==> config.mk <==
export PLATFORM = sky130hd
export DESIGN_NAME = xonxoff_flow_ctl
export DESIGN_NICKNAME = d
export VERILOG_FILES = /design/src/rtl/fc_pkg.sv /design/src/rtl/fc_level_mon.sv /design/src/rtl/fc_rx_match.sv /design/src/rtl/fc_spec_det.sv /design/src/rtl/xonxoff_flow_ctl.sv
export SDC_FILE = /design/constraint.sdc
export NUM_CORES = 1
export LEC_CHECK = 0
export BUFFER_PORTS_ARGS = -buffer_cell sky130_fd_sc_hd__clkbuf_2
export CAP_MARGIN = 20
export CORE_MARGIN = 5
export CORE_UTILIZATION = 41
export CTS_CLUSTER_DIAMETER = 30
export DETAILED_ROUTE_END_ITERATION = 16
export PLACE_DENSITY = 0.92
export SLEW_MARGIN = 0
export SYNTH_ARGS = -nofsm -noshare
export SYNTH_HDL_FRONTEND = slang
export SYNTH_SLANG_ARGS = --single-unit
==> constraint.sdc <==
create_clock -name clk -period 1.7 [get_ports clk]
set_input_delay 0.17 -clock clk [delete_from_list [all_inputs] [get_ports clk]]
set_output_delay 0.17 -clock clk [all_outputs]
set_load 0.03 [all_outputs]
==> src/rtl/fc_pkg.sv <==
package fc_pkg;
  typedef enum logic [1:0] {
    FC_OFF   = 2'b00,
    FC_SET_A = 2'b01,
    FC_SET_B = 2'b10,
    FC_BOTH  = 2'b11
  } fc_mode_e;

  // true when the sending side is active for the given mode field
  function automatic logic fc_send_on(input logic [1:0] mode);
    return (mode == FC_SET_A) || (mode == FC_SET_B);
  endfunction
endpackage

==> src/rtl/fc_level_mon.sv <==
module fc_level_mon #(
  parameter int LW = 8
) (
  input  logic          clk,
  input  logic          rst_n,
  input  logic          mode_on,
  input  logic [LW-1:0] level,
  input  logic [LW-1:0] trig_hi,
  input  logic [LW-1:0] trig_lo,
  input  logic          take,
  output logic          req,
  output logic          req_stop,
  output logic          held
);
  logic req_q, req_d, kind_q, kind_d, held_q, held_d;

  always_comb begin
    req_d  = req_q;
    kind_d = kind_q;
    held_d = held_q;
    if (!mode_on) begin
      req_d  = 1'b0;
      kind_d = 1'b0;
      held_d = 1'b0;
    end else if (req_q) begin
      if (take) begin
        req_d  = 1'b0;
        held_d = kind_q;
      end
    end else if (!held_q && (level > trig_hi)) begin
      req_d  = 1'b1;
      kind_d = 1'b1;
    end else if (held_q && (level < trig_lo)) begin
      req_d  = 1'b1;
      kind_d = 1'b0;
    end
  end

  always_ff @(posedge clk or negedge rst_n) begin
    if (!rst_n) begin
      req_q  <= 1'b0;
      kind_q <= 1'b0;
      held_q <= 1'b0;
    end else begin
      req_q  <= req_d;
      kind_q <= kind_d;
      held_q <= held_d;
    end
  end

  assign req      = req_q;
  assign req_stop = kind_q;
  assign held     = held_q;

  // request and its kind stay put until taken
  p_req_hold_r5: assert property (@(posedge clk) disable iff (!rst_n)
    (req_q && !take && mode_on) |=> (req_q && $stable(kind_q)));
  // a take retires the request and records the kind sent
  p_take_update_r5: assert property (@(posedge clk) disable iff (!rst_n)
    (req_q && take && mode_on) |=> (!req_q && (held_q == $past(kind_q))));
  // disabled sending leaves nothing pending and the go state
  p_off_clears_r4: assert property (@(posedge clk) disable iff (!rst_n)
    !mode_on |=> (!req_q && !held_q));
endmodule

==> src/rtl/fc_rx_match.sv <==
module fc_rx_match
  import fc_pkg::*;
#(
  parameter int DW = 8
) (
  input  logic          clk,
  input  logic          rst_n,
  input  logic          rx_valid,
  input  logic [DW-1:0] rx_char,
  input  logic [1:0]    rx_mode,
  input  logic          xon_any,
  input  logic [DW-1:0] xon_a,
  input  logic [DW-1:0] xoff_a,
  input  logic [DW-1:0] xon_b,
  input  logic [DW-1:0] xoff_b,
  output logic          paused,
  output logic          fifo_wr
);
  logic hit_stop, hit_go, consume, resume_any;
  logic paused_q, paused_d;

  always_comb begin
    unique case (fc_mode_e'(rx_mode))
      FC_SET_A: begin
        hit_stop = (rx_char == xoff_a);
        hit_go   = (rx_char == xon_a);
      end
      FC_SET_B: begin
        hit_stop = (rx_char == xoff_b);
        hit_go   = (rx_char == xon_b);
      end
      FC_BOTH: begin
        hit_stop = (rx_char == xoff_a) || (rx_char == xoff_b);
        hit_go   = (rx_char == xon_a) || (rx_char == xon_b);
      end
      default: begin
        hit_stop = 1'b0;
        hit_go   = 1'b0;
      end
    endcase
  end

  assign consume    = rx_valid && (hit_stop || hit_go);
  assign resume_any = rx_valid && xon_any && paused_q &&
                      (rx_mode != FC_OFF) && !hit_stop;
  assign fifo_wr    = rx_valid && !consume;

  always_comb begin
    paused_d = paused_q;
    if (rx_mode == FC_OFF)          paused_d = 1'b0;
    else if (rx_valid && hit_stop)  paused_d = 1'b1;
    else if (rx_valid && hit_go)    paused_d = 1'b0;
    else if (resume_any)            paused_d = 1'b0;
  end

  always_ff @(posedge clk or negedge rst_n) begin
    if (!rst_n) paused_q <= 1'b0;
    else        paused_q <= paused_d;
  end

  assign paused = paused_q;

  // a recognised stop code halts the transmitter
  p_stop_halts_r6: assert property (@(posedge clk) disable iff (!rst_n)
    (rx_valid && hit_stop && rx_mode != FC_OFF) |=> paused_q);
  // a recognised code never reaches the FIFO
  p_code_consumed_r6: assert property (@(posedge clk) disable iff (!rst_n)
    (rx_valid && (hit_stop || hit_go)) |-> !fifo_wr);
  // a recognised go code releases the halt
  p_go_resumes_r6: assert property (@(posedge clk) disable iff (!rst_n)
    (rx_valid && hit_go && !hit_stop) |=> !paused_q);
  // disabled reception releases the halt
  p_off_release_r11: assert property (@(posedge clk) disable iff (!rst_n)
    (rx_mode == FC_OFF) |=> !paused_q);
endmodule

==> src/rtl/fc_spec_det.sv <==
module fc_spec_det #(
  parameter int DW = 8
) (
  input  logic          clk,
  input  logic          rst_n,
  input  logic          rx_valid,
  input  logic [DW-1:0] rx_char,
  input  logic          spec_en,
  input  logic [DW-1:0] spec_char,
  input  logic          status_rd,
  output logic          flag
);
  logic hit, flag_q, flag_d;

  assign hit = rx_valid && spec_en && (rx_char == spec_char);

  always_comb begin
    flag_d = flag_q;
    if (hit)            flag_d = 1'b1;
    else if (status_rd) flag_d = 1'b0;
  end

  always_ff @(posedge clk or negedge rst_n) begin
    if (!rst_n) flag_q <= 1'b0;
    else        flag_q <= flag_d;
  end

  assign flag = flag_q;

  // a match always leaves the flag set
  p_match_sets_r9: assert property (@(posedge clk) disable iff (!rst_n)
    hit |=> flag_q);
  // a status read without a match clears it
  p_read_clears_r10: assert property (@(posedge clk) disable iff (!rst_n)
    (status_rd && !hit) |=> !flag_q);
endmodule

==> src/rtl/xonxoff_flow_ctl.sv <==
module xonxoff_flow_ctl
  import fc_pkg::*;
#(
  parameter int DW = 8,
  parameter int LW = 8
) (
  input  logic          clk,
  input  logic          rst_n,
  input  logic          rx_valid,
  input  logic [DW-1:0] rx_char,
  input  logic [LW-1:0] rx_level,
  input  logic [LW-1:0] trig_hi,
  input  logic [LW-1:0] trig_lo,
  input  logic [1:0]    tx_mode,
  input  logic [1:0]    rx_mode,
  input  logic          xon_any,
  input  logic [DW-1:0] xon_a,
  input  logic [DW-1:0] xoff_a,
  input  logic [DW-1:0] xon_b,
  input  logic [DW-1:0] xoff_b,
  input  logic          spec_en,
  input  logic [DW-1:0] spec_char,
  input  logic          spec_irq_en,
  input  logic          status_rd,
  input  logic          tx_take,
  output logic          inj_req,
  output logic [DW-1:0] inj_char,
  output logic          fifo_wr,
  output logic          tx_enable,
  output logic          remote_held,
  output logic          spec_flag,
  output logic          spec_irq
);
  logic send_on, req_stop, paused;

  assign send_on = fc_send_on(tx_mode);

  fc_level_mon #(.LW(LW)) u_level (
    .clk      (clk),
    .rst_n    (rst_n),
    .mode_on  (send_on),
    .level    (rx_level),
    .trig_hi  (trig_hi),
    .trig_lo  (trig_lo),
    .take     (tx_take),
    .req      (inj_req),
    .req_stop (req_stop),
    .held     (remote_held)
  );

  always_comb begin
    if (tx_mode == FC_SET_B) inj_char = req_stop ? xoff_b : xon_b;
    else                     inj_char = req_stop ? xoff_a : xon_a;
  end

  fc_rx_match #(.DW(DW)) u_match (
    .clk      (clk),
    .rst_n    (rst_n),
    .rx_valid (rx_valid),
    .rx_char  (rx_char),
    .rx_mode  (rx_mode),
    .xon_any  (xon_any),
    .xon_a    (xon_a),
    .xoff_a   (xoff_a),
    .xon_b    (xon_b),
    .xoff_b   (xoff_b),
    .paused   (paused),
    .fifo_wr  (fifo_wr)
  );

  assign tx_enable = !paused;

  fc_spec_det #(.DW(DW)) u_spec (
    .clk       (clk),
    .rst_n     (rst_n),
    .rx_valid  (rx_valid),
    .rx_char   (rx_char),
    .spec_en   (spec_en),
    .spec_char (spec_char),
    .status_rd (status_rd),
    .flag      (spec_flag)
  );

  assign spec_irq = spec_flag && spec_irq_en;

  // an unrecognised character in reception-off mode is always written
  p_pass_through_r7: assert property (@(posedge clk) disable iff (!rst_n)
    (rx_valid && rx_mode == FC_OFF) |-> fifo_wr);
endmodule

[Word-level counts from Yosys, hierarchy flattened]
Cells that the tools add are included.
Cells by class
  $lt $le $gt $ge: 2
  equal/unequal tests: 14
  multiplexer cells: 23
  reductions and logical operators: 27
Operators by type and width (number)
  equality test 8 bit: 5
  2-to-1 mux 8 bit: 3
  2-to-1 mux 1 bit: 18
  logical AND 1 bit: 13
  > comparator 8 bit: 1
  less-than comparator 8 bit: 1
  equality test 2 bit (second input constant): 3
  inequality test 2 bit (second input constant): 3
  case mux 1 bit (3 select lines): 2
  equality test 2 x 1 -> 1 bit (second input constant): 2
  logical NOT 1 bit: 4
  logical OR 1 bit: 4
  AND reduction 2 bit: 2
  nonzero test 2 bit: 2
  nonzero test 4 bit: 1
  inequality test 3 bit (second input constant): 1
  logical NOT 2 bit: 1
Word-level totals
  register bits: 5
  input bits: 84
  output and inout bits: 14
  word-level logic and storage cells: 71

[Depth between registers and ports, before layout]
Gate-level depths: netlist of run 1.
  depth after elaboration: 9
  depth in mapped cells: 7
  mapped depth without buffers: 7

[Modules after synthesis]
From an unflattened synthesis of run 1, not the netlist that was laid out.
Second synthesis, totals
  cell total of the unflattened synthesis: 146
  area total of the unflattened synthesis: 1305.0 µm²
By module, submodules not included
  fc_level_mon: times used 1, cells an instance 63, area each 513.0 µm², sequential area each 75.1 µm²
  fc_rx_match: times used 1, cells an instance 54, area each 434.2 µm², sequential area each 25.0 µm²
  xonxoff_flow_ctl: times used 1, cells an instance 15, area each 226.5 µm², sequential area each 0.0 µm²
  fc_spec_det: times used 1, cells an instance 14, area each 131.4 µm², sequential area each 25.0 µm²

[Worst setup path before layout of run 1]
OpenSTA, ideal clock, no wires.
  path type: input to output
  start: input rx_char[3]
  end: output fifo_wr
  arrival time: 1.786 ns
  required time: 1.530 ns
  setup slack: -0.256 ns
  stages on the path: 6
  buffers on the path: 1
  cell sequence: buf_2 xnor2_1 nand4_1 nor4_1 a31oi_1 nor4b_1
On the way
  longest elaborated chain between the ends: 7
  elaborated cells on any way between the ends: 12
  classes of those cells: eq/ne: 4; mux: 2; reduce/logical: 6
Ends and longest elaborated chain
  from (decl): RTL line xonxoff_flow_ctl.sv:10  | input logic [DW-1:0] rx_char,
  equality test 8 bit (on tied branches)
  logical OR 1 bit (on tied branches): RTL line fc_rx_match.sv:33, fc_rx_match.sv:34
  case mux 1 bit (3 select lines): RTL line fc_rx_match.sv:23  | unique case (fc_mode_e'(rx_mode))
  logical OR 1 bit (*): RTL line fc_rx_match.sv:43  | assign consume = rx_valid && (hit_stop || hit_go);
  logical AND 1 bit (*): RTL line fc_rx_match.sv:43
  logical NOT 1 bit (*): RTL line fc_rx_match.sv:46  | assign fifo_wr = rx_valid && !consume;
  logical AND 1 bit (*): RTL line fc_rx_match.sv:46
  to (decl): RTL line xonxoff_flow_ctl.sv:28  | output logic fifo_wr,
Every way passes the cells marked *; elsewhere a longest branch is shown, timed or not.

[Final worst setup path of run 1]
  start: register u_level.kind_q (netlist: u_level.req_stop)
  end: output inj_char[1]
On the way
  longest elaborated chain between the ends: 2
  elaborated cells on any way between the ends: 3
  classes of those cells: mux: 3
Ends and longest elaborated chain
  from (decl): RTL line fc_level_mon.sv:15  | logic req_q, req_d, kind_q, kind_d, held_q, held_d;
  from (signal assigned): RTL line fc_level_mon.sv:46  | kind_q <= kind_d;
  2-to-1 mux 8 bit (on tied branches): RTL line xonxoff_flow_ctl.sv:53, xonxoff_flow_ctl.sv:52
  2-to-1 mux 8 bit (*): RTL line xonxoff_flow_ctl.sv:52  | if (tx_mode == FC_SET_B) inj_char = req_stop ? xoff_b : xon_b;
  to (decl): RTL line xonxoff_flow_ctl.sv:27  | output logic [DW-1:0] inj_char,
Marked as above.

==> flow_summary.ini, run 1 <==
[timing]
rsz0062_at_grt = yes
finalSetupTns_ns = 0
fmax_mhz = 606.2
slew_viol_final = 0
final.period_utilization_pct = 97.03
slew_headroom_pct = 75.38
skew_ns = 0.00009634
worst_pin_slew_ns = 0.3659
fin_hold_ws_ns = 0.1292
hold_violations = 0
setup_viol = 0
timing.final.crit_period_ns = 1.650

[critical_path]
ff2ff_path_depth = 3
worst-path-buf-inv = 2
slowest_stage = mux4_2
r2r_start = u_level.held
reg2reg_setup_slack_ns = 0.58
cp_top_family = multiplexers
cp-start-kind = flop
crit_chain = buf_12, mux4_2, buf_6
cp-end-kind = primary output
critical_path.max_fanout = 8
cpPeakStageDelay_ns = 0.52
critical_path_class = reg2out
worst-endpoint-required_ns = 1.53
arrival_ns = 1.48
worst_r2r_endpoint = u_level.req

[power]
power_density_mw_per_mm2 = 479.6
ir_drop_mv = 0.2540
power_uw = 954.7
leakage_nw = 1.019

[clocking]
clock_path_buffers = 2
htree_levels = 1
clk_pin_slew_ns = 0.05
cts_buffers = 3
clkSinkCount = 5
cts_tree = built
clk_latency_ns = 0.25
cts-root-buf = clkbuf_4

[synth]
ys_ff_latch = 5
synthTopCellsByCount = 33 x xnor2_1, 21 x inv_1, 16 x ha_1
syn-cell-area_sq_mm = 0.001341
yosysMostFrequentCell = xnor2_1
syn_nets = 265
ys_types = 30
seq_area_frac_synth_pct = 9.328
synth.area.top_cells = xnor2_1 22%, ha_1 15%, mux4_2 13%
syn_inst = 165
synth_top_area_cell = xnor2_1
syn_area_per_cell_sq_um = 8.129
synth-edff-count = 0
async_flop_share_pct = 100.0
synth_ff_type = dfrtp_1
yosys_warnings = 0
yosys.area.top_type_share_pct = 21.55

[placed_design]
dp.cells = 304
place_congestion = 0.8882
portBuffers = 97
hpwl_um = 4022

[outcome]
outcome = finished clean

[grt]
grt_pass1_wl_um = 6906
met3_usage_pct = 3.494
grt.total_usage_pct = 20.05
grt_pass1_vias = 1656
grt_util_met2_pct = 38.65
gr-total-overflow = 0
met1_usage_pct = 21.38
antenna_found_initial = 0
top_usage_layer = met2
grt_max_degree = 9

[die]
die_h_um = 67.20
die_x_um = 67.20
rows = 20
core-area_sq_mm = 0.003103
initial_core_util_pct = 43.23
die_area_sq_mm = 0.004515
io_pins = 98

[hold_path]
whs_endpoint = u_spec.flag
hold_depth = 2
hp-start = status_rd
hp-class = in2reg

[final_layout]
num-fill-cells = 292
drive_gt1_share_pct = 45.11
antenna_cells = 0
area_growth_pct = 48.41
num-nets-final = 367
fin_util_pct = 64.15
layoutNonFillerInstCount = 310

[route]
drc = 0
wire_per_inst_um = 13.96
viasPerCell = 5.016
ant_nets = 0
firstDrtPassIters = 4
vias = 1555
drtIter0Drc = 62
routed_wl_um = 4328

[job]
drv_cap = 0
per-stage QoR:
stage	worst slack, ns	cell area (sq um)
3_3_place_gp	-0.06008	1912
6_report	0.05050	1991
2_1_floorplan	0.06350	1348
4_1_cts	0.01271	1957
5_1_grt	-0.005142	1991
3_5_place_dp	-0.09182	1912
sequential cells by signal (all words and copies together), names as in the netlist:
register / cells
u_level.req_stop: 1
u_spec.flag: 1
u_level.req: 1
u_match.paused: 1
u_level.held: 1
placed cells by master, fill, tap and decap left out, types with 6 or more instances in the layout:
cell type and count:
a21oi_1 9, buf_4 9, clkbuf_2 91, ha_1 16, inv_1 21, mux4_2 8
nand2_1 9, nand3_1 6, nand4_1 6, nor2_1 6, nor3_1 6, xnor2_1 33
xor2_1 7
how the worst max path moves through the flow:
stage                           startpoint           to  slack [ns]  cells after the start
after floorplan                 trig_hi[7]  u_level.req        0.06                      7
after global placement          trig_hi[6]  u_level.req       -0.06                      8
after detailed placement        trig_hi[5]  u_level.req       -0.09                      8
after CTS                 u_level.req_stop  inj_char[1]        0.01                      3
after global routing      u_level.req_stop  inj_char[2]      -0.005                      3
final                     u_level.req_stop  inj_char[1]        0.05                      3
repair_timing:
item	in CTS	in global routing
setup buffers	1	0
hold buffers	1	0
setup endpoints to repair	3	6
endpoints found under the hold margin	5	0
gates resized for setup	0	23
metal layers:
| metal | vias up | part of all wire [%] |
|---|---|---|
| met5 | - | 0 |
| met4 | 0 | 2.7 |
| met3 | 13 | 5.9 |
| met2 | 57 | 56 |
| met1 | 708 | 35 |
| li1 | 777 | - |
layout make-up:
class / count / area [sq um] / share of cell area, %
repair buffers: 107 / 609.3 / 30.61
flip-flops and latches: 5 / 125.1 / 6.285
clock buffers: 3 / 22.52 / 1.131
multi-input cells: 129 / 1095 / 55.00
clock inverters: 1 / 5.005 / 0.2514
inverters: 21 / 78.83 / 3.960
well taps: 44 / 55.05 / 2.766
worst reg2reg max path, stage by stage (launching register included):
cell	delay (ns)
dfrtp_1	0.42
nor2_1	0.07
a32o_1	0.27
o31a_1	0.24
cell families (layout without fill, tap and decap cells):
kind of cell	Yosys count	in the layout	share of synthesized area, %
xor gates and xnor gates	40	40	26.12
adders and majority gates	16	16	14.93
and+or+nand+nor	44	44	16.89
DFF	5	5	9.328
AOI/OAI and AO/OA	21	21	9.796
muxes	8	8	13.43
buffers and inverters	31	132	9.515
power by group:
group | switching, mW | internal (mW)
combinational | 0.325 | 0.340
sequential | 0.0157 | 0.131
clock | 0.0582 | 0.0857
No activity file was read; power rests on OpenSTA's default activity.
==> run 2: changes to the inputs <==
--- a/config.mk
+++ b/config.mk
@@ -7,11 +7,11 @@
 export LEC_CHECK = 0
 export BUFFER_PORTS_ARGS = -buffer_cell sky130_fd_sc_hd__clkbuf_2
 export CAP_MARGIN = 20
-export CORE_MARGIN = 5
 export CORE_UTILIZATION = 41
 export CTS_CLUSTER_DIAMETER = 30
 export DETAILED_ROUTE_END_ITERATION = 16
 export PLACE_DENSITY = 0.92
+export REMOVE_ABC_BUFFERS = 1
 export SLEW_MARGIN = 0
 export SYNTH_ARGS = -nofsm -noshare
 export SYNTH_HDL_FRONTEND = slang
==> run 2 against run 1 <==
  * Register-to-register slack got worse by 0.02 ns
  * Combinational power shrank 6.8%
  * Sequential power about the same
  * Via count increased by 3.7%
  * Total power decreased by 4.5%
  * First-iteration DRC count is 48% lower
  * Core utilization decreased by 1.3 points
  * Non-clock buffer count fell by 1
  * Clock skew is 0.0072 ns higher
  * Largest cell class unchanged
==> flow_summary.ini, run 2 (synthesis results as in run 1) <==
[die]
die_x_um = 59.20
rows = 20
die_area_sq_mm = 0.003504
initial_core_util_pct = 43.58
io_pins = 98
core-area_sq_mm = 0.003078
die_h_um = 59.20

[job]
drv_cap = 0

[final_layout]
antenna_cells = 0
final_common_cell = clkbuf_2
drive_gt1_share_pct = 44.15
area_growth_pct = 44.12
final_cell_mix = 95 x clkbuf_2, 33 x xnor2_1, 21 x inv_1
num-nets-final = 366
fin_util_pct = 62.80
layoutNonFillerInstCount = 309

[placed_design]
hpwl_um = 3730
place_congestion = 0.8851
dp.cells = 304
portBuffers = 97

[grt]
gr-total-overflow = 0
grt.total_usage_pct = 25.14
grt_pass1_wl_um = 6603
grt_pass1_vias = 1607
grt_max_degree = 11
antenna_found_initial = 0

[timing]
hold_violations = 0
timing.final.crit_period_ns = 1.653
fin_hold_ws_ns = 0.1216
fmax_mhz = 604.9
final.period_utilization_pct = 97.24
worst_pin_slew_ns = 0.3769
slew_headroom_pct = 74.64
skew_ns = 0.007265
slew_viol_final = 0
rsz0062_at_grt = no
setup_viol = 0

[critical_path]
cp-end-kind = primary output
critical_path.max_fanout = 10
cp-start-kind = flop
arrival_ns = 1.48
worst-endpoint-required_ns = 1.53
critical_path_class = reg2out

[clocking]
clk_latency_ns = 0.25
cts_tree = built
cts_post_setup_buffers_inserted = 0
clkSinkCount = 5
htree_levels = 1
cts-root-buf = clkbuf_4
clock_path_buffers = 2
cts_buffers = 3
clk_pin_slew_ns = 0.05

[route]
drtIter0Drc = 32
firstDrtPassIters = 4
wire_per_inst_um = 13.42
ant_nets = 0
vias = 1612
routed_wl_um = 4146
viasPerCell = 5.217
drc = 0

[power]
pwr-share-clk_pct = 16.2
comb_power_share_pct = 68.0
p_seq_share_pct = 15.7
power.internal_uw = 513.6
leakage_nw = 0.9951
power_density_mw_per_mm2 = 471.6
p_sw_share_pct = 43.66
p_sw_uw = 398.1
ir_drop_mv = 0.1961

[outcome]
outcome = finished clean

[hold_path]
hp-class = in2reg
==> run 2: per-layer routing <==
metal / routed length [um] / global-route usage (%)
met5: 0 / 0
met4: 200 / 15.99
met3: 222 / 4.148
met2: 2185 / 44.46
met1: 1537 / 27.66
==> run 2: layout make-up <==
type                       instances  area (sq um)
fill                             273          1145
multi-input combinational        129          1089
timing repair buffer             106         559.3
sequential                         5         125.1
inverter                          21         78.83
tap                               44         55.05
clock buffer                       4         26.28
==> run 2: timing repair <==
item | in CTS | in global routing
gates resized for setup | 1 | 2
setup endpoints to repair | 1 | 2
hold endpoints to repair | 5 | 0
hold buffers | 1 | 0
gates cloned | 0 | 0
==> run 2: power groups by stage <==
stage	clock network, mW	logic [mW]	registers [mW]
after detailed placement	0	0.614	0.144
final	0.148	0.620	0.144
after floorplan	0	0.333	0.171
after CTS	0.147	0.622	0.143
after global routing	0.150	0.672	0.145
after global placement	0	0.593	0.143
==> run 2: final timing paths <==
path,from,end,slack [ns],cells past startpoint
max,u_level.req_stop,inj_char[3],0.05,3
min,status_rd,u_spec.flag,0.12,2
min reg2reg,u_spec.flag,u_spec.flag,0.55,2
min in group asynchronous,rst_n,u_level.req_stop,0.28,2
max in group asynchronous,rst_n,u_match.paused,1.27,2
max reg2reg,u_level.held,u_level.req,0.56,3
==> run 2: metrics by stage <==
stage                     setup TNS (ns)  worst slack (ns)  instance area (sq um)  total power [mW]
after floorplan                 -0.09150          -0.09150                   1292            0.5045
final                                  0           0.04690                   1933            0.9116
after global routing                   0          0.003635                   1933            0.9664
after CTS                              0           0.02873                   1933            0.9122
after detailed placement        -0.09999          -0.09189                   1893            0.7584
after global placement          -0.05748          -0.05748                   1893            0.7366
==> run 2: critical path: stages (launching register included) <==
cell	delay [ns]
dfrtp_1	0.34
buf_6	0.17
mux4_2	0.52
clkbuf_2	0.20
==> run 3: changes to the inputs <==
--- a/config.mk
+++ b/config.mk
@@ -7,10 +7,11 @@
 export LEC_CHECK = 0
 export BUFFER_PORTS_ARGS = -buffer_cell sky130_fd_sc_hd__clkbuf_2
 export CAP_MARGIN = 20
-export CORE_UTILIZATION = 41
+export CORE_MARGIN = 1.5
+export CORE_UTILIZATION = 40
 export CTS_CLUSTER_DIAMETER = 30
 export DETAILED_ROUTE_END_ITERATION = 16
-export PLACE_DENSITY = 0.92
+export PLACE_DENSITY = 0.9
 export REMOVE_ABC_BUFFERS = 1
 export SLEW_MARGIN = 0
 export SYNTH_ARGS = -nofsm -noshare
==> run 3 against run 2 <==
  * Critical path depth stayed put
  * Sequential power barely moved
  * First-iteration DRC count rose by 38%
  * Largest cell class unchanged
==> flow_summary.ini, run 3 (synthesis results as in run 1) <==
[outcome]
outcome = finished clean

[timing]
slew_headroom_pct = 75.18
finalSetupTns_ns = 0
hold_violations = 0
worst_pin_slew_ns = 0.3690
fin_hold_ws_ns = 0.1256
slew_viol_final = 0
rsz0062_at_grt = no
skew_ns = 0.00006414
timing.final.crit_period_ns = 1.635
setup_viol = 0
final.period_utilization_pct = 96.19
fin_ws_ns = 0.06472
fmax_mhz = 611.5

[route]
vias = 1566
drtIter0Drc = 44
drc = 0
ant_nets = 0
routed_wl_um = 4207
firstDrtPassIters = 4
viasPerCell = 5.068
wire_per_inst_um = 13.61

[final_layout]
final_common_cell = clkbuf_2
area_growth_pct = 44.59
design_area_sq_mm = 0.001939
num-nets-final = 366
final_cell_mix = 97 x clkbuf_2, 33 x xnor2_1, 21 x inv_1
antenna_cells = 0
drive_gt1_share_pct = 44.53

[critical_path]
crit_chain = buf_6, mux4_2, clkbuf_2
cp-start-kind = flop
worst-endpoint-required_ns = 1.53
critical_path.max_fanout = 10
arrival_ns = 1.47
cpPeakStageDelay_ns = 0.52
cp-end-kind = primary output
slowest_stage = mux4_2
critical_path_class = reg2out

[grt]
grt_pass1_vias = 1563
grt.total_usage_pct = 22.68
grt_max_degree = 11
gr-total-overflow = 0
grt_pass1_wl_um = 6244
antenna_found_initial = 0

[die]
initial_core_util_pct = 42.88
core-area_sq_mm = 0.003128
die_area_sq_mm = 0.003709
die_x_um = 60.91
rows = 20
io_pins = 98
die_h_um = 60.91

[placed_design]
hpwl_um = 3798
pre_cts_slack_ns = -0.1152
place_congestion = 0.8514
place_area_sq_mm = 0.001893
portBuffers = 97

[power]
leakage_nw = 0.9958
comb_power_share_pct = 69.2
p_sw_share_pct = 42.92
p_seq_share_pct = 15.9
power_density_mw_per_mm2 = 463.0
power.internal_uw = 512.6
ir_drop_mv = 0.2341
pwr-share-clk_pct = 14.8
p_sw_uw = 385.4

[clocking]
clk_latency_ns = 0.24
clk_pin_slew_ns = 0.04
clock_path_buffers = 2
cts-root-buf = clkbuf_4
htree_levels = 1
cts_tree = built
cts_buffers = 3
cts_post_setup_buffers_inserted = 0
clkSinkCount = 5

[hold_path]
hp-class = in2reg

[job]
drv_cap = 0
-- run 3: cell types whose count changed in the layout (fill, tap and decap cells not counted) --
| cell | delta |
|---|---|
| buf_2 | -2 |
| clkbuf_2 | +2 |
| nor4_1 | -1 |
| nor4_2 | +1 |
-- run 3: cell type report --
| type | instances | area (sq um) |
|---|---|---|
| clock buffers | 4 | 26.28 |
| fillers | 292 | 1189 |
| repair buffers | 106 | 559.3 |
| multi-input cells | 129 | 1095 |
| flip-flops and latches | 5 | 125.1 |
| well taps | 44 | 55.05 |
| inverters | 21 | 78.83 |
-- run 3: power groups by stage --
stage                     Clock [mW]  Sequential, mW  Combinational, mW
after floorplan                    0           0.171              0.333
after global placement             0           0.143              0.593
after detailed placement           0           0.144              0.614
after CTS                      0.137           0.142              0.619
after global routing           0.152           0.144              0.676
final                          0.133           0.143              0.622
-- run 3: worst max-delay path, delay by kind of cell (launching register included) --
| kind | cells | cell delay, ns |
|---|---|---|
| flip-flops | 1 | 0.33 |
| buffers and inverters | 2 | 0.38 |
| multiplexers | 1 | 0.52 |
-- run 3: layer usage --
layer | track usage [%] | vias to the layer above | share of wire (%)
met5 | 0 | - | 0
met4 | 9.938 | 0 | 1.9
met3 | 6.397 | 10 | 6.3
met2 | 41.32 | 63 | 55
met1 | 24.22 | 717 | 37
li1 | - | 776 | -
-- run 3: repair_timing --
| action | 4_1_cts | 5_1_grt |
|---|---|---|
| hold endpoints to repair | 5 | 0 |
| endpoints found under the setup margin | 0 | 7 |
| gates resized for setup | 0 | 2 |
| hold buffers | 1 | 0 |
-- run 3: final timing paths --
check,to,slack [ns],cells past startpoint,startpoint
setup / recovery,inj_char[0],0.06,3,u_level.req_stop
hold / removal,u_spec.flag,0.13,2,status_rd
setup reg to reg,u_level.req,0.54,3,u_level.held
hold reg to reg,u_spec.flag,0.55,2,u_spec.flag
max in group asynchronous,u_level.req_stop,1.27,2,rst_n
min in group asynchronous,u_match.paused,0.29,2,rst_n
-- run 3: through the flow --
step | instances | util [%] | power [mW]
floorplan | 155 | - | 0.5045
global placement | 304 | 60.52 | 0.7362
detailed placement | 304 | 60.52 | 0.7581
CTS | 309 | 61.68 | 0.8979
global route | 309 | 62.00 | 0.9716
finish | 309 | 62.00 | 0.8979
